===== src/rtl/macreg_pkg.sv =====
package macreg_pkg;

    localparam int DW   = 32;
    localparam int NREG = 30;

    localparam int OFF_MODE     = 0;
    localparam int OFF_ADDR_LO  = 1;
    localparam int OFF_ADDR_HI  = 2;
    localparam int OFF_VLAN_A   = 5;
    localparam int OFF_VLAN_B   = 6;
    localparam int OFF_WAKE     = 8;
    localparam int OFF_SYS_CTL  = 17;
    localparam int OFF_SYS_STAT = 18;
    localparam int OFF_RX_STAT  = 19;
    localparam int OFF_RX_STKY  = 20;
    localparam int OFF_TX_STAT  = 22;
    localparam int OFF_TX_STKY  = 23;
    localparam int OFF_CNT_CTL  = 25;
    localparam int OFF_CNT_RIRQ = 26;
    localparam int OFF_CNT_TIRQ = 28;

    localparam int MODE_RXEN = 0;
    localparam int MODE_TXEN = 1;
    localparam int DONE_BIT  = 0;

    typedef enum logic [2:0] {
        RK_RW,
        RK_W1C,
        RK_W1P,
        RK_RO,
        RK_CNT
    } rkind_t;

    typedef enum logic [1:0] {
        RS_IDLE,
        RS_OK,
        RS_ERR
    } rstate_t;

    function automatic rkind_t reg_kind(input int i);
        case (i)
            OFF_SYS_STAT, OFF_RX_STKY, OFF_TX_STKY,
            OFF_CNT_RIRQ, OFF_CNT_TIRQ: return RK_W1C;
            OFF_WAKE:                   return RK_W1P;
            OFF_RX_STAT, OFF_TX_STAT:   return RK_RO;
            OFF_CNT_CTL:                return RK_CNT;
            default:                    return RK_RW;
        endcase
    endfunction

    function automatic logic [DW-1:0] reg_rst(input int i);
        case (i)
            OFF_ADDR_LO:            return 32'hFFFF_FFFF;
            OFF_ADDR_HI:            return 32'h0000_FFFF;
            OFF_VLAN_A, OFF_VLAN_B: return 32'h0000_FFFF;
            OFF_SYS_CTL:            return 32'h0000_3F00;
            OFF_CNT_CTL:            return 32'h0000_000A;
            default:                return '0;
        endcase
    endfunction

    function automatic logic [DW-1:0] reg_mask(input int i);
        case (i)
            OFF_SYS_STAT: return 32'h0000_00E1;
            OFF_WAKE:     return 32'h0000_0F20;
            default:      return 32'hFFFF_FFFF;
        endcase
    endfunction

endpackage


===== src/rtl/macreg_cell.sv =====
module macreg_cell
    import macreg_pkg::*;
#(
    parameter rkind_t        KIND = RK_RW,
    parameter logic [DW-1:0] RSTV = '0,
    parameter logic [DW-1:0] MASK = '1
) (
    input  logic          clk,
    input  logic          rst_n,
    input  logic          we,
    input  logic [DW-1:0] wdata,
    input  logic [DW-1:0] hw_clr,
    input  logic [DW-1:0] hw_set,
    output logic [DW-1:0] q
);
    logic [DW-1:0] nxt;

    always_comb begin
        nxt = q;
        if (we) begin
            case (KIND)
                RK_RW:   nxt = wdata;
                RK_W1C:  nxt = q & ~(wdata & MASK);
                RK_W1P:  nxt = (wdata & ~MASK) | (q & MASK & ~wdata);
                RK_CNT:  nxt = wdata & ~{{(DW-1){1'b0}}, 1'b1};
                default: nxt = q;
            endcase
        end
        // datapath set pulses win over any clear in the same cycle
        nxt = (nxt & ~hw_clr) | hw_set;
    end

    always_ff @(posedge clk) begin
        if (!rst_n) q <= RSTV;
        else        q <= nxt;
    end
endmodule


===== src/rtl/macreg_decode.sv =====
module macreg_decode
    import macreg_pkg::*;
#(
    parameter int ADDR_W = 6
) (
    input  logic              req_valid,
    input  logic [ADDR_W-1:0] req_addr,
    input  logic [3:0]        req_be,
    output logic [NREG-1:0]   hit,
    output logic              bad
);
    logic ok;

    assign ok  = (req_be == 4'hF) && (req_addr < ADDR_W'(NREG));
    assign bad = req_valid && !ok;

    for (genvar i = 0; i < NREG; i++) begin : g_hit
        assign hit[i] = req_valid && ok && (req_addr == ADDR_W'(i));
    end
endmodule


===== src/rtl/macreg_resp.sv =====
module macreg_resp
    import macreg_pkg::*;
(
    input  logic          clk,
    input  logic          rst_n,
    input  logic          req_valid,
    input  logic          req_write,
    input  logic          req_bad,
    input  logic [DW-1:0] rd_val,
    output logic          rsp_valid,
    output logic          rsp_err,
    output logic [DW-1:0] rsp_rdata
);
    rstate_t state, state_nxt;

    always_comb begin
        unique case (state)
            RS_IDLE, RS_OK, RS_ERR: begin
                if (!req_valid)   state_nxt = RS_IDLE;
                else if (req_bad) state_nxt = RS_ERR;
                else              state_nxt = RS_OK;
            end
            default: state_nxt = RS_IDLE;
        endcase
    end

    always_ff @(posedge clk) begin
        if (!rst_n) begin
            state     <= RS_IDLE;
            rsp_rdata <= '0;
        end else begin
            state     <= state_nxt;
            rsp_rdata <= (req_valid && !req_write && !req_bad) ? rd_val : '0;
        end
    end

    always_comb begin
        unique case (state)
            RS_OK:   begin rsp_valid = 1'b1; rsp_err = 1'b0; end
            RS_ERR:  begin rsp_valid = 1'b1; rsp_err = 1'b1; end
            default: begin rsp_valid = 1'b0; rsp_err = 1'b0; end
        endcase
    end
endmodule


===== src/rtl/macreg_bank.sv =====
module macreg_bank
    import macreg_pkg::*;
#(
    parameter int ADDR_W = 6
) (
    input  logic              clk,
    input  logic              rst_n,
    input  logic              req_valid,
    input  logic              req_write,
    input  logic [ADDR_W-1:0] req_addr,
    input  logic [3:0]        req_be,
    input  logic [31:0]       req_wdata,
    output logic              rsp_valid,
    output logic              rsp_err,
    output logic [31:0]       rsp_rdata,
    output logic [31:0]       mode_o,
    output logic [31:0]       sysctl_o,
    output logic [31:0]       rx_status_o,
    output logic [31:0]       tx_status_o,
    output logic              cnt_clear_o,
    input  logic [31:0]       set_sys_i,
    input  logic [31:0]       set_wake_i,
    input  logic [31:0]       set_rxst_i,
    input  logic [31:0]       set_rxsk_i,
    input  logic [31:0]       set_txst_i,
    input  logic [31:0]       set_txsk_i,
    input  logic [31:0]       set_crx_i,
    input  logic [31:0]       set_ctx_i
);
    logic [NREG-1:0] hit;
    logic            req_bad;
    logic [NREG-1:0] we;
    logic [DW-1:0]   q_all   [NREG];
    logic [DW-1:0]   set_all [NREG];
    logic [DW-1:0]   clr_all [NREG];
    logic [DW-1:0]   rd_val;
    logic            rx_rise, tx_rise;

    macreg_decode #(.ADDR_W(ADDR_W)) u_dec (
        .req_valid (req_valid),
        .req_addr  (req_addr),
        .req_be    (req_be),
        .hit       (hit),
        .bad       (req_bad)
    );

    assign we = hit & {NREG{req_write}};

    assign rx_rise = we[OFF_MODE] && req_wdata[MODE_RXEN] && !q_all[OFF_MODE][MODE_RXEN];
    assign tx_rise = we[OFF_MODE] && req_wdata[MODE_TXEN] && !q_all[OFF_MODE][MODE_TXEN];

    always_comb begin
        for (int i = 0; i < NREG; i++) begin
            set_all[i] = '0;
            clr_all[i] = '0;
        end
        set_all[OFF_SYS_STAT] = set_sys_i;
        set_all[OFF_WAKE]     = set_wake_i;
        set_all[OFF_RX_STAT]  = set_rxst_i;
        set_all[OFF_RX_STKY]  = set_rxsk_i;
        set_all[OFF_TX_STAT]  = set_txst_i;
        set_all[OFF_TX_STKY]  = set_txsk_i;
        set_all[OFF_CNT_RIRQ] = set_crx_i;
        set_all[OFF_CNT_TIRQ] = set_ctx_i;
        clr_all[OFF_RX_STAT][DONE_BIT] = rx_rise;
        clr_all[OFF_TX_STAT][DONE_BIT] = tx_rise;
    end

    for (genvar i = 0; i < NREG; i++) begin : g_reg
        macreg_cell #(
            .KIND (reg_kind(i)),
            .RSTV (reg_rst(i)),
            .MASK (reg_mask(i))
        ) u_cell (
            .clk    (clk),
            .rst_n  (rst_n),
            .we     (we[i]),
            .wdata  (req_wdata),
            .hw_clr (clr_all[i]),
            .hw_set (set_all[i]),
            .q      (q_all[i])
        );
    end

    always_comb begin
        rd_val = '0;
        for (int i = 0; i < NREG; i++)
            if (hit[i]) rd_val = rd_val | q_all[i];
    end

    macreg_resp u_resp (
        .clk       (clk),
        .rst_n     (rst_n),
        .req_valid (req_valid),
        .req_write (req_write),
        .req_bad   (req_bad),
        .rd_val    (rd_val),
        .rsp_valid (rsp_valid),
        .rsp_err   (rsp_err),
        .rsp_rdata (rsp_rdata)
    );

    always_ff @(posedge clk) begin
        if (!rst_n) cnt_clear_o <= 1'b0;
        else        cnt_clear_o <= we[OFF_CNT_CTL] && req_wdata[0];
    end

    assign mode_o      = q_all[OFF_MODE];
    assign sysctl_o    = q_all[OFF_SYS_CTL];
    assign rx_status_o = q_all[OFF_RX_STAT];
    assign tx_status_o = q_all[OFF_TX_STAT];
endmodule


===== config.mk =====
export PLATFORM = sky130hd
export DESIGN_NAME = macreg_bank
export DESIGN_NICKNAME = d
export VERILOG_FILES = /design/src/rtl/macreg_pkg.sv /design/src/rtl/macreg_cell.sv /design/src/rtl/macreg_decode.sv /design/src/rtl/macreg_resp.sv /design/src/rtl/macreg_bank.sv
export SDC_FILE = /design/constraint.sdc
export NUM_CORES = 2
export LEC_CHECK = 0
export ABC_AREA = 0
export BUFFER_PORTS_ARGS = -buffer_cell sky130_fd_sc_hd__buf_4
export CELL_PAD_IN_SITES_DETAIL_PLACEMENT = 1
export CELL_PAD_IN_SITES_GLOBAL_PLACEMENT = 1
export CORE_MARGIN = 2
export CORE_UTILIZATION = 42
export DETAILED_ROUTE_END_ITERATION = 8
export MAX_ROUTING_LAYER = met4
export PLACE_DENSITY_LB_ADDON = 0.1
export SLEW_MARGIN = 5
export SYNTH_ARGS = -nofsm -noshare
export SYNTH_HDL_FRONTEND = slang
export SYNTH_SLANG_ARGS = --single-unit

===== constraint.sdc =====
create_clock -name clk -period 4.9 [get_ports clk]
set_clock_uncertainty 0.15 [all_clocks]
set_input_delay 0.245 -clock clk [delete_from_list [all_inputs] [get_ports clk]]
set_output_delay 0.245 -clock clk [all_outputs]
set_load 0.03 [all_outputs]

Word level (Yosys, flattened, before mapping)
Cells that the tools add are included.
{"block": "op_classes", "n_lt_le_gt_ge": 1, "eq_ne": 32, "muxes": 39, "bitwise": 51, "reduce_logical": 51}
{"op": "32-bit OR", "count": 38}
{"op": "32-bit two-way mux", "count": 36}
{"op": "32-bit AND", "count": 7}
{"op": "6-bit by 5-bit == test with 1-bit output, second input constant", "count": 14}
{"op": "1-bit inverter with 32-bit output", "count": 2}
{"op": "6-bit by 4-bit == test with 1-bit output, second input constant", "count": 8}
{"op": "1-bit logical AND", "count": 40}
{"op": "12-bit by 32-bit AND with 32-bit output", "count": 1}
{"op": "32-bit inverter", "count": 1}
{"op": "8-bit inverter with 32-bit output", "count": 1}
{"op": "30-bit AND", "count": 1}
{"op": "6-bit by 3-bit == test with 1-bit output, second input constant", "count": 4}
{"op": "6-bit by 2-bit == test with 1-bit output, second input constant", "count": 2}
{"op": "6-bit by 1-bit == test with 1-bit output, second input constant", "count": 1}
{"op": "6-bit logical NOT", "count": 1}
{"op": "6-bit by 5-bit < comparator with 1-bit output, second input constant", "count": 1}
{"op": "1-bit logical NOT", "count": 5}
{"op": "4-bit == test, second input constant", "count": 1}
{"op": "3-bit AND reduction", "count": 1}
{"op": "3-bit OR reduction", "count": 1}
{"op": "2-bit by 1-bit == test with 1-bit output, second input constant", "count": 1}
{"op": "2-bit == test, second input constant", "count": 1}
{"op": "2-bit logical NOT", "count": 1}
{"op": "1-bit two-way mux", "count": 2}
{"op": "other kinds (3)", "count": 3}
{"block": "word_totals", "register_bits": 994, "in_bits": 302, "out_inout_bits": 163, "wordCells": 207}

Depth between registers and ports, before layout
{"block": "logic_depth", "depth_word": 63, "depth_mapped": 10}

Hierarchy
Synthesis repeated with hierarchy kept, for this count alone.
{"block": "unflattened", "hier_cells": 5528, "hier_area_um2": 50160.6}
{"mod": "macreg_cell (g_reg[0].u_cell ...)", "instances": 16, "cells_per_inst": 170, "area_per_inst_um2": 1544.0}
{"mod": "macreg_bank", "instances": 1, "cells_per_inst": 772, "area_per_inst_um2": 5332.6}
{"mod": "macreg_cell (g_reg[20].u_cell ...)", "instances": 4, "cells_per_inst": 134, "area_per_inst_um2": 1287.5}
{"mod": "macreg_cell (g_reg[2].u_cell ...)", "instances": 3, "cells_per_inst": 153, "area_per_inst_um2": 1483.9}
{"mod": "macreg_cell (g_reg[19].u_cell ...)", "instances": 2, "cells_per_inst": 99, "area_per_inst_um2": 1114.8}
{"mod": "macreg_cell (g_reg[25].u_cell)", "instances": 1, "cells_per_inst": 166, "area_per_inst_um2": 1544.0}
{"mod": "macreg_cell (g_reg[17].u_cell)", "instances": 1, "cells_per_inst": 164, "area_per_inst_um2": 1521.5}
{"mod": "macreg_cell (g_reg[1].u_cell)", "instances": 1, "cells_per_inst": 135, "area_per_inst_um2": 1403.8}
{"mod": "macreg_cell (g_reg[8].u_cell)", "instances": 1, "cells_per_inst": 135, "area_per_inst_um2": 1372.6}
{"mod": "macreg_cell (g_reg[18].u_cell)", "instances": 1, "cells_per_inst": 103, "area_per_inst_um2": 1134.8}
{"mod": "macreg_resp", "instances": 1, "cells_per_inst": 77, "area_per_inst_um2": 988.4}
{"mod": "macreg_decode", "instances": 1, "cells_per_inst": 63, "area_per_inst_um2": 327.8}

Worst setup path after synthesis
No wires, ideal clock.
{"block": "synth_timing", "path_type": "input to register", "start": "in req_addr[0]", "end": "reg u_resp.rsp_rdata[13]", "setup_time_ns": 0.120, "arrival_ns": 2.072, "required_ns": 4.630, "path_slack_ns": 2.558, "path_stages": 8, "n_path_buf": 4, "path_cell_list": "buf_2 buf_2 buf_2 buf_2 mux2_2 a311oi_1 nand3_1 o31a_1"}
{"block": "synth_between", "elab_chain_len": 63}
{"element": "from (decl)", "line_no": "macreg_bank.sv:10", "source": "input logic [ADDR_W-1:0] req_addr,"}
{"element": "6-bit by 5-bit < comparator with 1-bit output", "line_no": "macreg_decode.sv:14", "source": "assign ok = (req_be == 4'hF) && (req_addr < ADDR_W'(NREG));"}
{"element": "1-bit logical AND", "line_no": "macreg_decode.sv:14"}
{"element": "1-bit logical AND (2 in a row)", "line_no": "macreg_decode.sv:18", "source": "assign hit[i] = req_valid && ok && (req_addr == ADDR_W'(i));"}
{"element": "32-bit two-way mux", "line_no": "macreg_bank.sv:88", "source": "if (hit[i]) rd_val = rd_val | q_all[i];"}
{"element": "32-bit OR", "line_no": "macreg_bank.sv:88"}
{"element": "32-bit two-way mux", "line_no": "macreg_bank.sv:88"}
{"element": "32-bit OR", "line_no": "macreg_bank.sv:88"}
{"element": "32-bit two-way mux", "line_no": "macreg_bank.sv:88"}
{"element": "[46 not listed]"}
{"element": "32-bit OR", "line_no": "macreg_bank.sv:88"}
{"element": "32-bit two-way mux", "line_no": "macreg_bank.sv:88"}
{"element": "32-bit OR", "line_no": "macreg_bank.sv:88"}
{"element": "32-bit two-way mux", "line_no": "macreg_bank.sv:88"}
{"element": "32-bit OR", "line_no": "macreg_bank.sv:88"}
{"element": "32-bit two-way mux", "line_no": "macreg_bank.sv:88"}
{"element": "32-bit OR", "line_no": "macreg_bank.sv:88"}
{"element": "32-bit two-way mux", "line_no": "macreg_bank.sv:88"}
{"element": "to (signal assigned)", "line_no": "macreg_resp.sv:33", "source": "rsp_rdata <= (req_valid && !req_write && !req_bad) ? rd_val : '0;"}
{"element": "to (decl)", "line_no": "macreg_resp.sv:12", "source": "output logic [DW-1:0] rsp_rdata"}
Several ways; a longest one is shown, not always the timed one.
A chain may end at the register's enable or synchronous reset.

Worst setup path in the final report
{"block": "layout_timing", "start": "in req_addr[5]", "end": "reg g_reg[0].u_cell.q[3]"}
{"block": "layout_between", "elab_chain_len": 5}
{"element": "6-bit by 5-bit < comparator with 1-bit output", "line_no": "macreg_decode.sv:14"}
{"element": "1-bit logical AND", "line_no": "macreg_decode.sv:14"}
{"element": "1-bit logical AND", "line_no": "macreg_decode.sv:18"}
{"element": "1-bit logical AND *", "line_no": "macreg_decode.sv:18"}
{"element": "30-bit AND *", "line_no": "macreg_bank.sv:47", "source": "assign we = hit & {NREG{req_write}};"}
{"element": "to (signal assigned)", "line_no": "macreg_cell.sv:35", "source": "else q <= nxt;"}
{"element": "to (decl)", "line_no": "macreg_cell.sv:14", "source": "output logic [DW-1:0] q"}
Every way passes the cells marked *; elsewhere a longest branch is shown, timed or not.

==> results.py <==
metrics = {
    "routing": {
        "initialDrtViolationCount": 5348,
        "drt_wl_total_um": 228000,
        "first_pass_iters": 8,
        "wire_per_inst_um": 32.4,
        "num_vias": 44200,
        "vias_per_cell": 6.27,
        "drtAntennaViolNets": 0,
        "drc": 0,
    },
    "logic_synthesis": {
        "synth.avg_cell_area_um2": 8.52,
        "synth_area_leaders": "dfxtp_1 (47%), nand2_1 (13%), a21boi_0 (12%)",
        "synth_fp_nets": 5264,
        "synth_most_common_cell": "nand2_1",
        "synth_top_area_share_pct": 47.1,
        "syn_area_um2": 42300,
        "yosys-top-cells-count": "nand2_1 (1,511), dfxtp_1 (994), a21boi_0 (700), clkbuf_1 (334), o21a_1 (223)",
        "synth_seq_cells": 994,
        "synth_edf_count": 0,
        "synth.distinct_cells": 74,
        "ys_warn_count": 0,
        "synth_area_leader_cell": "dfxtp_1",
        "seq_area_frac_synth_pct": 47.1,
        "synthFlopType": "dfxtp_1",
        "async_reset_ff_share_pct": 0,
        "synth_cells": 4960,
    },
    "critical_path": {
        "required_ns": 5.34,
        "crit_type": "primary input to register",
        "slowest_stage": "nand3_4",
        "crit_family": "simple AND/OR/NAND/NOR gates",
        "timing.critical_path.cells": "dlygate4sd3_1 > buf_4 > and3b_1 > nand2_1 > nor2_1 > nand3_4 > nand2_1 > a21boi_1 > dlygate4sd3_1",
        "cp_num_buf_inv": 3,
        "crit_path_max_incr_delay_ns": 0.88,
        "start_kind": "primary input",
        "worstPathMaxFanout": 32,
        "critPathArrivalTime_ns": 4.84,
        "cp-end-kind": "register",
    },
    "run_status": {
        "violations": "capacitance limit",
        "outcome": "complete, but fails checks",
    },
    "sta": {
        "timing.fmax_mhz": 227,
        "setup_tns_ns": 0,
        "rsz0062_at_grt": "false",
        "finalHoldViolations": 0,
        "period_minus_slack_ns": 4.40,
        "fin_worst_hold_slack_ns": 0.121,
        "worstMarginPinSlew_ns": 1.49,
        "setup_viol": 0,
        "slew_headroom_pct": 0.189,
        "slew_viol_final": 0,
        "min_period_over_period_pct": 89.8,
    },
    "global_route": {
        "grt_antenna_before_repair": 14,
        "grt-ovfl-total": 0,
        "grt_usage_pct": 44.4,
        "grt_start_max_net_pins": 264,
        "grt_pass1_vias": 44900,
        "grt_pass1_wl_um": 322000,
    },
    "job": {
        "cap_violations": 1,
    },
    "floorplan": {
        "die_w_um": 321,
        "die_h_um": 321,
        "initial_core_util_pct": 42.3,
        "coreArea_um2": 100000,
        "io_pins": 465,
        "die_area_um2": 103000,
        "fp-row-count": 116,
    },
    "final_layout": {
        "nets": 5943,
        "drive_gt1_share_pct": 16.8,
        "areaGrowthSynthToFinish_pct": 30.9,
        "final_core_util_pct": 55.3,
        "final_area_um2": 55300,
    },
    "clock_network": {
        "postCtsSetupBuffers": 0,
        "clkLatencyLatePin_ns": 0.72,
        "cts.path.max_buffers": 3,
        "clkSinkCount": 994,
        "cts_made_buffers": 110,
        "clk_pin_slew_ns": 0.06,
        "ctsHoldBuffers": 423,
        "cts_tree": "done",
        "cts_resized": 0,
        "cts.htree.levels": 3,
        "cts_root_buffer": "clkbuf_16",
    },
    "placed_design": {
        "placedInstanceArea_um2": 47400,
        "dp_hpwl_um": 140000,
        "portBuffers": 464,
        "gp_congestion": 0.975,
    },
    "pwr": {
        "vdd_drop_max_v": 0.000307,
        "cellLeakagePower_nw": 20.3,
        "powerDensity_nw_per_um2": 333,
    },
    "hold_path": {
        "hp-class": "primary input to register",
    },
}
[routing by layer]
metal	vias up	track usage (%)	share of wire, %
met3	780	10.1	11
met5	-	-	0
met4	0	27.9	7.1
met1	22100	53.7	38
li1	18600	-	-
met2	2770	66.9	44
[cells in the final DEF, fill, tap and decap left out, drive strengths merged, types with 19 or more instances in the layout]
cell,n
o22ai,22
nand4,26
buf,620
mux2i,39
nor2,61
diode,19
mux2,53
clkbuf,162
a22o,73
nand2,1512
nor3,36
dfxtp,994
nor4,23
a221oi,55
dlygate4sd3,423
clkinv,29
nor2b,37
a21boi,721
a22oi,211
o21a,223
nand3,157
a21oi,66
[logic make-up (layout without fill, tap and decap cells)]
kind of cell / after synthesis / count (layout) / synth area share [%]
AO/OA/AOI/OAI: 1472 / 1472 / 26.3
flip-flops: 994 / 994 / 47.1
adder cells (fa/ha/maj): 2 / 2 / 0.0592
AND/OR/NAND/NOR: 1912 / 1912 / 19.0
multiplexers: 101 / 101 / 2.81
buffers and inverters: 479 / 1247 / 4.74
other: 0 / 19 / 0
[final cells by class]
type                    count  area (um^2)
clock inverters            39          378
clock buffers             162         3270
well taps                1298         1620
fillers                 11300        44700
diodes                     19         47.5
inverters                   3         11.3
flip-flops and latches    994        19900
multi-input cells        3487        20900
repair buffers           1043         9180
[sequential cells by signal, summed over array words and instances, names as in the netlist]
register          cells
g.u_cell.q          959
u_resp.rsp_rdata     32
u_resp.state          2
cnt_clear_o           1
[worst paths after layout]
kind                     startpoint                      to  slack [ns]  cells after the start
max                     req_addr[5]    g_reg[0].u_cell.q[3]        0.50                      9
min reg2reg    g_reg[7].u_cell.q[1]    g_reg[7].u_cell.q[1]        0.31                      2
max reg2reg  g_reg[20].u_cell.q[16]    u_resp.rsp_rdata[16]        2.52                      7
min                   set_sys_i[28]  g_reg[18].u_cell.q[28]        0.12                      3
[per-stage QoR]
| stage | power [mW] | cells | setup slack (ns) |
|---|---|---|---|
| after floorplan | 9.08 | 4960 | 2.56 |
| after global placement | 9.65 | 6402 | 1.05 |
| after detailed placement | 9.66 | 6402 | 1.01 |
| after CTS | 18.3 | 7026 | 0.769 |
| after global routing | 18.8 | 7040 | 0.520 |
| final | 18.4 | 7045 | 0.499 |
[report_power, final]
| group | internal [mW] | switching, mW | total, mW |
|---|---|---|---|
| combinational | 0.701 | 0.751 | 1.45 |
| sequential | 8.23 | 0.160 | 8.39 |
| clock | 4.96 | 3.63 | 8.59 |
[worst register-to-register path, cell delays in order (launching register included)]
cell       delay (ns)
dfxtp_1          0.32
mux2i_1          0.14
nor2_1           0.06
a21oi_1          0.30
o22ai_1          0.14
a2111oi_0        0.80
buf_4            0.25
a31oi_1          0.07
Note: power is estimated with default switching activity, not from simulation.
